File: src/rtl/awg_pkg.sv
package awg_pkg;
  // register word addresses
  typedef enum logic [1:0] {
    AWG_A_THRESH = 2'd0,
    AWG_A_CFG    = 2'd1,
    AWG_A_STAT   = 2'd2,
    AWG_A_IEN    = 2'd3
  } awg_addr_e;

  // field positions
  localparam int AWG_LO_LSB     = 0;
  localparam int AWG_HI_LSB     = 16;
  localparam int AWG_SINGLE_BIT = 0;
  localparam int AWG_REGEN_BIT  = 1;
  localparam int AWG_INJEN_BIT  = 2;
  localparam int AWG_IDX_LSB    = 8;
  localparam int AWG_FLAG_BIT   = 0;
  localparam int AWG_IEN_BIT    = 0;
endpackage

File: src/rtl/awg_regs.sv
module awg_regs
  import awg_pkg::*;
#(
  parameter int DATA_W = 12,
  parameter int CHAN_W = 5,
  parameter int REG_W  = 32,
  parameter int ADDR_W = 2
) (
  input  logic              clk,
  input  logic              rst_n,
  input  logic              we,
  input  logic [ADDR_W-1:0] addr,
  input  logic [REG_W-1:0]  wdata,
  input  logic              flag,
  output logic [REG_W-1:0]  rdata,
  output logic [DATA_W-1:0] lo_thr,
  output logic [DATA_W-1:0] hi_thr,
  output logic              sel_single,
  output logic              sel_reg,
  output logic              sel_inj,
  output logic [CHAN_W-1:0] sel_idx,
  output logic              int_en,
  output logic              clr_evt
);
  localparam logic [DATA_W-1:0] HI_RESET = {DATA_W{1'b1}};

  logic wr_thr, wr_cfg, wr_stat, wr_ien;

  assign wr_thr  = we && (addr == ADDR_W'(AWG_A_THRESH));
  assign wr_cfg  = we && (addr == ADDR_W'(AWG_A_CFG));
  assign wr_stat = we && (addr == ADDR_W'(AWG_A_STAT));
  assign wr_ien  = we && (addr == ADDR_W'(AWG_A_IEN));

  // write-1-to-clear request toward the status flag
  assign clr_evt = wr_stat && wdata[AWG_FLAG_BIT];

  always_ff @(posedge clk or negedge rst_n) begin
    if (!rst_n) begin
      lo_thr     <= '0;
      hi_thr     <= HI_RESET;
      sel_single <= 1'b0;
      sel_reg    <= 1'b0;
      sel_inj    <= 1'b0;
      sel_idx    <= '0;
      int_en     <= 1'b0;
    end else begin
      if (wr_thr) begin
        lo_thr <= wdata[AWG_LO_LSB +: DATA_W];
        hi_thr <= wdata[AWG_HI_LSB +: DATA_W];
      end
      if (wr_cfg) begin
        sel_single <= wdata[AWG_SINGLE_BIT];
        sel_reg    <= wdata[AWG_REGEN_BIT];
        sel_inj    <= wdata[AWG_INJEN_BIT];
        sel_idx    <= wdata[AWG_IDX_LSB +: CHAN_W];
      end
      if (wr_ien) int_en <= wdata[AWG_IEN_BIT];
    end
  end

  always_comb begin
    rdata = '0;
    case (addr)
      ADDR_W'(AWG_A_THRESH): begin
        rdata[AWG_LO_LSB +: DATA_W] = lo_thr;
        rdata[AWG_HI_LSB +: DATA_W] = hi_thr;
      end
      ADDR_W'(AWG_A_CFG): begin
        rdata[AWG_SINGLE_BIT]         = sel_single;
        rdata[AWG_REGEN_BIT]          = sel_reg;
        rdata[AWG_INJEN_BIT]          = sel_inj;
        rdata[AWG_IDX_LSB +: CHAN_W]  = sel_idx;
      end
      ADDR_W'(AWG_A_STAT): rdata[AWG_FLAG_BIT] = flag;
      default:             rdata[AWG_IEN_BIT]  = int_en;
    endcase
  end
endmodule

File: src/rtl/awg_guard.sv
module awg_guard #(
  parameter int CHAN_W = 5
) (
  input  logic              clk,
  input  logic              rst_n,
  input  logic              sel_single,
  input  logic              sel_reg,
  input  logic              sel_inj,
  input  logic [CHAN_W-1:0] sel_idx,
  input  logic [CHAN_W-1:0] chan,
  input  logic              is_inj,
  output logic              guarded
);
  // kind filter, then optional channel filter
  function automatic logic watch(input logic single, input logic ren,
                                 input logic ien, input logic [CHAN_W-1:0] idx,
                                 input logic [CHAN_W-1:0] ch, input logic inj);
    logic kind_ok;
    kind_ok = inj ? ien : ren;
    return kind_ok && (!single || (ch == idx));
  endfunction

  assign guarded = watch(sel_single, sel_reg, sel_inj, sel_idx, chan, is_inj);

  p_none_r6: assert property (@(posedge clk) disable iff (!rst_n)
    (!sel_reg && !sel_inj) |-> !guarded);
  p_single_r8: assert property (@(posedge clk) disable iff (!rst_n)
    (sel_single && guarded) |-> (chan == sel_idx));
endmodule

File: src/rtl/awg_window.sv
module awg_window #(
  parameter int DATA_W = 12
) (
  input  logic              valid,
  input  logic [DATA_W-1:0] data,
  input  logic [DATA_W-1:0] lo_thr,
  input  logic [DATA_W-1:0] hi_thr,
  output logic              below,
  output logic              above,
  output logic              trip
);
  function automatic logic lt(input logic [DATA_W-1:0] a, input logic [DATA_W-1:0] b);
    return a < b;
  endfunction

  assign below = lt(data, lo_thr);
  assign above = lt(hi_thr, data);
  assign trip  = valid && (below || above);
endmodule

File: src/rtl/awg_flag.sv
module awg_flag (
  input  logic clk,
  input  logic rst_n,
  input  logic set_evt,
  input  logic clr_evt,
  output logic flag
);
  // set has priority over a simultaneous clear
  always_ff @(posedge clk or negedge rst_n) begin
    if (!rst_n)       flag <= 1'b0;
    else if (set_evt) flag <= 1'b1;
    else if (clr_evt) flag <= 1'b0;
  end

  p_set_r2: assert property (@(posedge clk) disable iff (!rst_n)
    set_evt |=> flag);
  p_win_r4: assert property (@(posedge clk) disable iff (!rst_n)
    (set_evt && clr_evt) |=> flag);
  p_sticky_r3: assert property (@(posedge clk) disable iff (!rst_n)
    (flag && !clr_evt) |=> flag);
  p_clear_r3: assert property (@(posedge clk) disable iff (!rst_n)
    (clr_evt && !set_evt) |=> !flag);
  p_quiet_r2: assert property (@(posedge clk) disable iff (!rst_n)
    (!flag && !set_evt) |=> !flag);
endmodule

File: src/rtl/adc_window_guard.sv
module adc_window_guard #(
  parameter int DATA_W = 12,
  parameter int CHAN_W = 5,
  parameter int REG_W  = 32,
  parameter int ADDR_W = 2
) (
  input  logic              clk,
  input  logic              rst_n,
  input  logic              reg_we,
  input  logic [ADDR_W-1:0] reg_addr,
  input  logic [REG_W-1:0]  reg_wdata,
  output logic [REG_W-1:0]  reg_rdata,
  input  logic              res_valid,
  input  logic [DATA_W-1:0] res_data,
  input  logic [CHAN_W-1:0] res_chan,
  input  logic              res_inj,
  output logic              irq
);
  logic [DATA_W-1:0] lo_thr, hi_thr;
  logic              sel_single, sel_reg, sel_inj, int_en;
  logic [CHAN_W-1:0] sel_idx;
  logic              clr_evt, set_evt, guarded, trip, below, above, flag;

  awg_regs #(.DATA_W(DATA_W), .CHAN_W(CHAN_W), .REG_W(REG_W), .ADDR_W(ADDR_W)) u_regs (
    .clk(clk), .rst_n(rst_n), .we(reg_we), .addr(reg_addr), .wdata(reg_wdata),
    .flag(flag), .rdata(reg_rdata), .lo_thr(lo_thr), .hi_thr(hi_thr),
    .sel_single(sel_single), .sel_reg(sel_reg), .sel_inj(sel_inj),
    .sel_idx(sel_idx), .int_en(int_en), .clr_evt(clr_evt)
  );

  awg_guard #(.CHAN_W(CHAN_W)) u_guard (
    .clk(clk), .rst_n(rst_n), .sel_single(sel_single), .sel_reg(sel_reg),
    .sel_inj(sel_inj), .sel_idx(sel_idx), .chan(res_chan), .is_inj(res_inj),
    .guarded(guarded)
  );

  awg_window #(.DATA_W(DATA_W)) u_win (
    .valid(res_valid), .data(res_data), .lo_thr(lo_thr), .hi_thr(hi_thr),
    .below(below), .above(above), .trip(trip)
  );

  assign set_evt = trip && guarded;

  awg_flag u_flag (
    .clk(clk), .rst_n(rst_n), .set_evt(set_evt), .clr_evt(clr_evt), .flag(flag)
  );

  assign irq = flag && int_en;

  p_irq_r5: assert property (@(posedge clk) disable iff (!rst_n)
    irq |-> (flag && int_en));
  p_irqen_r5: assert property (@(posedge clk) disable iff (!rst_n)
    (flag && int_en) |-> irq);
  p_novalid_r9: assert property (@(posedge clk) disable iff (!rst_n)
    (!res_valid && !clr_evt) |=> (flag == $past(flag)));
endmodule

File: config.mk
export PLATFORM = sky130hd
export DESIGN_NAME = adc_window_guard
export DESIGN_NICKNAME = d
export VERILOG_FILES = /design/src/rtl/awg_pkg.sv /design/src/rtl/awg_regs.sv /design/src/rtl/awg_guard.sv /design/src/rtl/awg_window.sv /design/src/rtl/awg_flag.sv /design/src/rtl/adc_window_guard.sv
export SDC_FILE = /design/constraint.sdc
export NUM_CORES = 1
export LEC_CHECK = 0
export BUFFER_PORTS_ARGS = -buffer_cell sky130_fd_sc_hd__buf_2
export CAP_MARGIN = 20
export CORE_MARGIN = 2
export CORE_UTILIZATION = 35
export DETAILED_ROUTE_END_ITERATION = 7
export PLACE_DENSITY_LB_ADDON = 0.08
export SLEW_MARGIN = 40
export SYNTH_ARGS = -nofsm -noshare
export SYNTH_HDL_FRONTEND = slang
export SYNTH_SLANG_ARGS = --single-unit
File: constraint.sdc
create_clock -name clk -period 1.5 [get_ports clk]
set_input_delay 0.225 -clock clk [delete_from_list [all_inputs] [get_ports clk]]
set_output_delay 0.225 -clock clk [all_outputs]
set_load 0.005 [all_outputs]
# --- Word-level counts from Yosys, hierarchy flattened ---
# Index checks and enable logic that the tools add are counted.
totals:
  regBits: 34
  in_bits: 56
  out_inout_bits: 33
  word_cells: 37
classes:
  n_lt_le_gt_ge: 2
  n_eq_ne: 4
  n_mux: 9
  n_reduce_logical: 14
ops:
  columns: ["operator", "count"]
  rows:
  - ["$lt A12 B12 Y1", 2]
  - ["$mux W12", 1]
  - ["$logic_and A1 B1 Y1", 9]
  - ["$pmux W4 S2", 1]
  - ["$eq A5 B5 Y1", 1]
  - ["$mux W5", 1]
  - ["$eq A2 B2 Y1 const B", 2]
  - ["$mux W1", 4]
  - ["$pmux W2 S2", 1]
  - ["$pmux W1 S3", 1]
  - ["$eq A2 B1 Y1 const B", 1]
  - ["$logic_not A2 Y1", 1]
  - ["$logic_or A1 B1 Y1", 2]
  - ["$reduce_bool A2 Y1", 1]
  - ["$logic_not A1 Y1", 1]

# --- Longest topological paths before layout ---
logic_depth:
  word_depth: 5
  depth_mapped: 8
  ltp_nobuf: 8

# --- Cells and area by module ---
# A second synthesis with hierarchy kept.
unflattened:
  hier_cells: 211
  hier_area_um2: 2274.7
modules_own_cells:
  columns: ["module", "n_inst", "cells_per_inst", "area_each_um2", "seq_area_each_um2"]
  rows:
  - ["awg_regs", 1, 115, 1586.5, 840.8]
  - ["awg_window", 1, 82, 565.5, 0.0]
  - ["awg_guard", 1, 9, 73.8, 0.0]
  - ["awg_flag", 1, 3, 36.3, 25.0]
  - ["adc_window_guard", 1, 2, 12.5, 0.0]

# --- Worst setup path before layout ---
# Ideal clock, no wire load.
synth_path:
  kind: "register to register"
  from: "register u_regs.hi_thr[5]"
  to: "register u_flag.flag"
  setup_time_ns: 0.083
  arrival_time_ns: 1.410
  required_time_ns: 1.417
  slack_ns: 0.008
  stages_incl_launch_ff: 8
  n_path_buf: 0
  period_less_slack_ns: 1.492
  cell_sequence: "dfstp_2 > ha_1 > a21o_1 > nand3_1 > a21oi_1 > a211oi_1 > a22oi_1 > o21ai_0"
synth_via:
  elab_chain_cells: 5
  elab_cells_between_ends: 6
  cone_classes: "order compare (1); mux (1); reduce/logical (4)"
synth_rtl:
  columns: ["item", "line_no", "rtl"]
  rows:
  - ["from (decl)", "awg_regs.sv:17", "output logic [DATA_W-1:0] hi_thr,"]
  - ["from (signal assigned)", "awg_regs.sv:49", "hi_thr <= wdata[AWG_HI_LSB +: DATA_W];"]
  - ["$lt A12 B12 Y1 (*)", "awg_window.sv:13", "return a < b;"]
  - ["$logic_or A1 B1 Y1 (*)", "awg_window.sv:18", "assign trip = valid && (below || above);"]
  - ["$logic_and A1 B1 Y1 (*)", "awg_window.sv:18", null]
  - ["$logic_and A1 B1 Y1 (*)", "adc_window_guard.sv:42", "assign set_evt = trip && guarded;"]
  - ["$mux W1 / $reduce_bool A2 Y1 (equally long branches)", null, null]
  - ["to (signal assigned)", "awg_flag.sv:10", "if (!rst_n) flag <= 1'b0;"]
  - ["to (signal assigned)", "awg_flag.sv:11", "else if (set_evt) flag <= 1'b1;"]
  - ["to (signal assigned)", "awg_flag.sv:12", "else if (clr_evt) flag <= 1'b0;"]
  - ["to (decl)", "awg_flag.sv:6", "output logic flag"]
# Every way passes the cells marked *; elsewhere a longest branch is shown, timed or not.
# A chain may end at the register's enable or synchronous reset.

# --- Worst setup path after layout ---
layout_path:
  from: "register u_flag.flag"
  to: "output reg_rdata[0]"
layout_via:
  elab_chain_cells: 1
layout_rtl:
  columns: ["item", "line_no", "rtl"]
  rows:
  - ["$pmux W1 S3", "awg_regs.sv:63", "case (addr)"]
  - ["to (decl)", "adc_window_guard.sv:12", "output logic [REG_W-1:0] reg_rdata,"]
# Every way passes these cells.

==> impl_metrics.tcl <==
set metrics [dict create \
    cp_cell_sequence "mux4_2 -> buf_2" \
    final_net_count 388 \
    critical_path_buf_inv_count 1 \
    worstSetupPathType "reg -> out" \
    layout_top_registers "u_regs.hi_thr (12), u_regs.lo_thr (12), u_regs.sel_idx (5)" \
    rsz0062_at_grt "yes" \
    core-area_mm2 0.00624 \
    critical-path-max-stage-delay_ns 0.46 \
    vdd_ir_drop_max_v 0.000389 \
    grt_pass1_vias 1813 \
    rows 29 \
    global_route.usage.met1 0.209 \
    layout_worst_path_cycle_share 1.02 \
    syn_area_mm2 0.00223 \
    layoutNonFillerInstCount 388 \
    start_kind "flop" \
    cp_max_fo 3 \
    dp_hpwl_um 4080 \
    post-synth-top-area-fraction 0.247 \
    postLayoutCellArea_mm2 0.00293 \
    placedInstanceArea_mm2 0.00271 \
    drive_gt1_frac 0.469 \
    period_minus_slack_ns 1.53 \
    fin_setup_tns_ns -0.0347 \
    ctsRootBufferMaster "clkbuf_8" \
    hp-class "in -> reg" \
    grt_overflow 0 \
    hold_violations 0 \
    number_of_detailed_route_iterations_in_the_first_pass 4 \
    max_freq_mhz 652 \
    synth.ff_latch_count 34 \
    clockBufferDepth 2 \
    fraction_of_met3_tracks_used_by_global_routing 0.0356 \
    worstSkewPairLatency_ns 0.28 \
    synthesis.yosys.warnings 0 \
    routedWlPerCell_um 13.6 \
    failed_checks "negative setup slack" \
    cts_inserted_buffers 5 \
    tritoncts "done" \
    fin_hold_ws_ns 0.144 \
    area_delta_synth_final_pct 31.2 \
    number_of_antenna_violations_at_the_first_check_in_global_routing 0 \
    drcViolationCount 0 \
    power_mw 2.89 \
    port_buffers 74 \
    synthCells 223 \
    cpLargestDelayFamily "multiplexers" \
    cap_viol_max_count 0 \
    insertedDiodeCount 0 \
    routed_wl_um 5270 \
    crit_slowest_cell "mux4_2" \
    met2_usage 0.252 \
    cts.sinks 34 \
    outcome "finished, violations left" \
    initial_utilization 0.357 \
    final_util 0.469 \
    hold_path.startpoint "reg_wdata[7]" \
    fp.dieW_um 83.8 \
    maximum_number_of_pins_on_one_net_before_global_route_repair 21 \
    clock_skew_ns 0.00246 \
    detail_route.iter0.violations 36 \
    pre_cts_ws_ns -0.157 \
    post_synth.cell_area_avg_um2 10.0 \
    gp_congestion 0.749 \
    global_route.peak_usage_layer "met2" \
    grt_pass1_wl_um 8690 \
    critical_path.reg2reg.startpoint "u_regs.hi_thr[5]" \
    timing.critical_path.from "u_flag.flag" \
    pin_count 89 \
    post-place-cells 378 \
    timing.critical_path.to_type "primary output" \
    seq_area_frac_synth 0.388 \
    worst_ep_arrival_time_ns 1.31 \
    timing.final.setup_violations 1 \
    yosysTopAreaCell "dfrtp_1" \
    slew_viol_final 0 \
    number_of_vias_in_the_routed_layout 1792 \
    floorplan.die_area_mm2 0.00703 \
    clk_pin_slew_worst_paths_ns 0.07 \
    p_per_area_mw_per_mm2 989 \
    worstPathRequired_ns 1.27 \
    drtAntennaViolNets 0 \
    netlist_top_cells_area "dfrtp_1 (25%), dfstp_2 (14%), ha_1 (12%)" \
    avgViaCountPerCell 4.62 \
    gr_util_all_layers 0.157 \
    post_synthesis_cell_type_count 34 \
    htree_num_levels 2 \
    p_leak_nw 1.47 \
    die-height_um 83.8 \
    final_critical_path_setup_slack_ns -0.0347 \
]
tightest hold or removal path: cells and delay by family:
kind            cells  cell delay, ns
compound gates      1            0.06
buf+inv             1            0.08
simple gates        1            0.04
logic make-up after synthesis:
family          share of synthesized area
buf+inv                            0.0920
flops                               0.388
mux                                 0.153
simple gates                        0.137
fa+ha+maj                           0.123
xor+xnor                           0.0196
other cells                       0.00168
compound gates                     0.0847
power by group:
| group | internal, mW | total (mW) | switching (mW) | leakage [nW] |
|---|---|---|---|---|
| logic | 0.514 | 0.928 | 0.415 | 1.04 |
| clock network | 0.370 | 0.708 | 0.338 | 0.0482 |
| registers | 1.13 | 1.26 | 0.123 | 0.391 |
| total | 2.02 | 2.89 | 0.875 | 1.47 |
timing repair:
action | CTS | global route
endpoints found under the hold margin | 8 | 0
resized for setup | 3 | 12
setup endpoints to repair | 2 | 2
hold buffers | 1 | 0
setup buffers | 0 | 1
pin swaps | 2 | 9
layer usage:
layer / vias to the layer above / share of wire / wire (µm)
met3: 7 / 0.052 / 276
met5: - / 0 / 0
met4: 0 / 0.013 / 68
li1: 916 / - / -
met1: 817 / 0.46 / 2420
met2: 52 / 0.48 / 2510
cells in the final DEF (no fill, tap or decap), drive strengths merged, types with 8 or more instances in the layout:
| cell | instances |
|---|---|
| dfrtp | 22 |
| buf | 89 |
| mux2 | 21 |
| a21oi | 8 |
| nand2 | 15 |
| and2 | 14 |
| nor2 | 11 |
| ha | 22 |
| dfstp | 12 |
| inv | 24 |
| o21ai | 19 |
cell usage after synthesis:
| library cell | number |
|---|---|
| a211oi_1 | 2 |
| a21o_1 | 2 |
| a21oi_1 | 8 |
| a22oi_1 | 1 |
| and2_1 | 13 |
| and2_4 | 1 |
| and3b_1 | 1 |
| buf_2 | 2 |
| buf_4 | 8 |
| buf_6 | 3 |
| clkbuf_1 | 3 |
| conb_1 | 1 |
| dfrtp_1 | 22 |
| dfstp_2 | 12 |
| ha_1 | 22 |
| inv_1 | 24 |
| mux2_2 | 15 |
| mux2_4 | 6 |
| mux2i_1 | 6 |
| mux4_2 | 1 |
| nand2_1 | 15 |
| nand2b_1 | 1 |
| nand3_1 | 6 |
| nand3b_1 | 1 |
| nand4_1 | 4 |
| nand4b_1 | 1 |
| nor2_1 | 10 |
| nor2_4 | 1 |
| nor3_1 | 5 |
| o2111ai_1 | 1 |
| o21ai_0 | 19 |
| o31ai_1 | 1 |
| xnor2_1 | 3 |
| xor2_1 | 2 |
cell type report:
cell class | count | area, µm²
tap | 77 | 96.3
sequential | 34 | 866
clock buffer | 7 | 86.3
inverter | 24 | 90.1
multi-input combinational | 155 | 1290
fill | 658 | 3310
clock inverter | 1 | 5.00
timing repair buffer | 90 | 493
final timing paths:
path	endpoint	slack, ns	cells past startpoint
hold / removal	u_regs.lo_thr[7]	0.14	3
setup / recovery	reg_rdata[0]	-0.03	2
setup reg to reg	u_flag.flag	0	7
min in group asynchronous	u_regs.lo_thr[6]	0.43	2
hold reg to reg	u_regs.sel_inj	0.53	1
max in group asynchronous	u_regs.hi_thr[1]	0.48	3
Note: power is estimated with default switching activity, not from simulation.
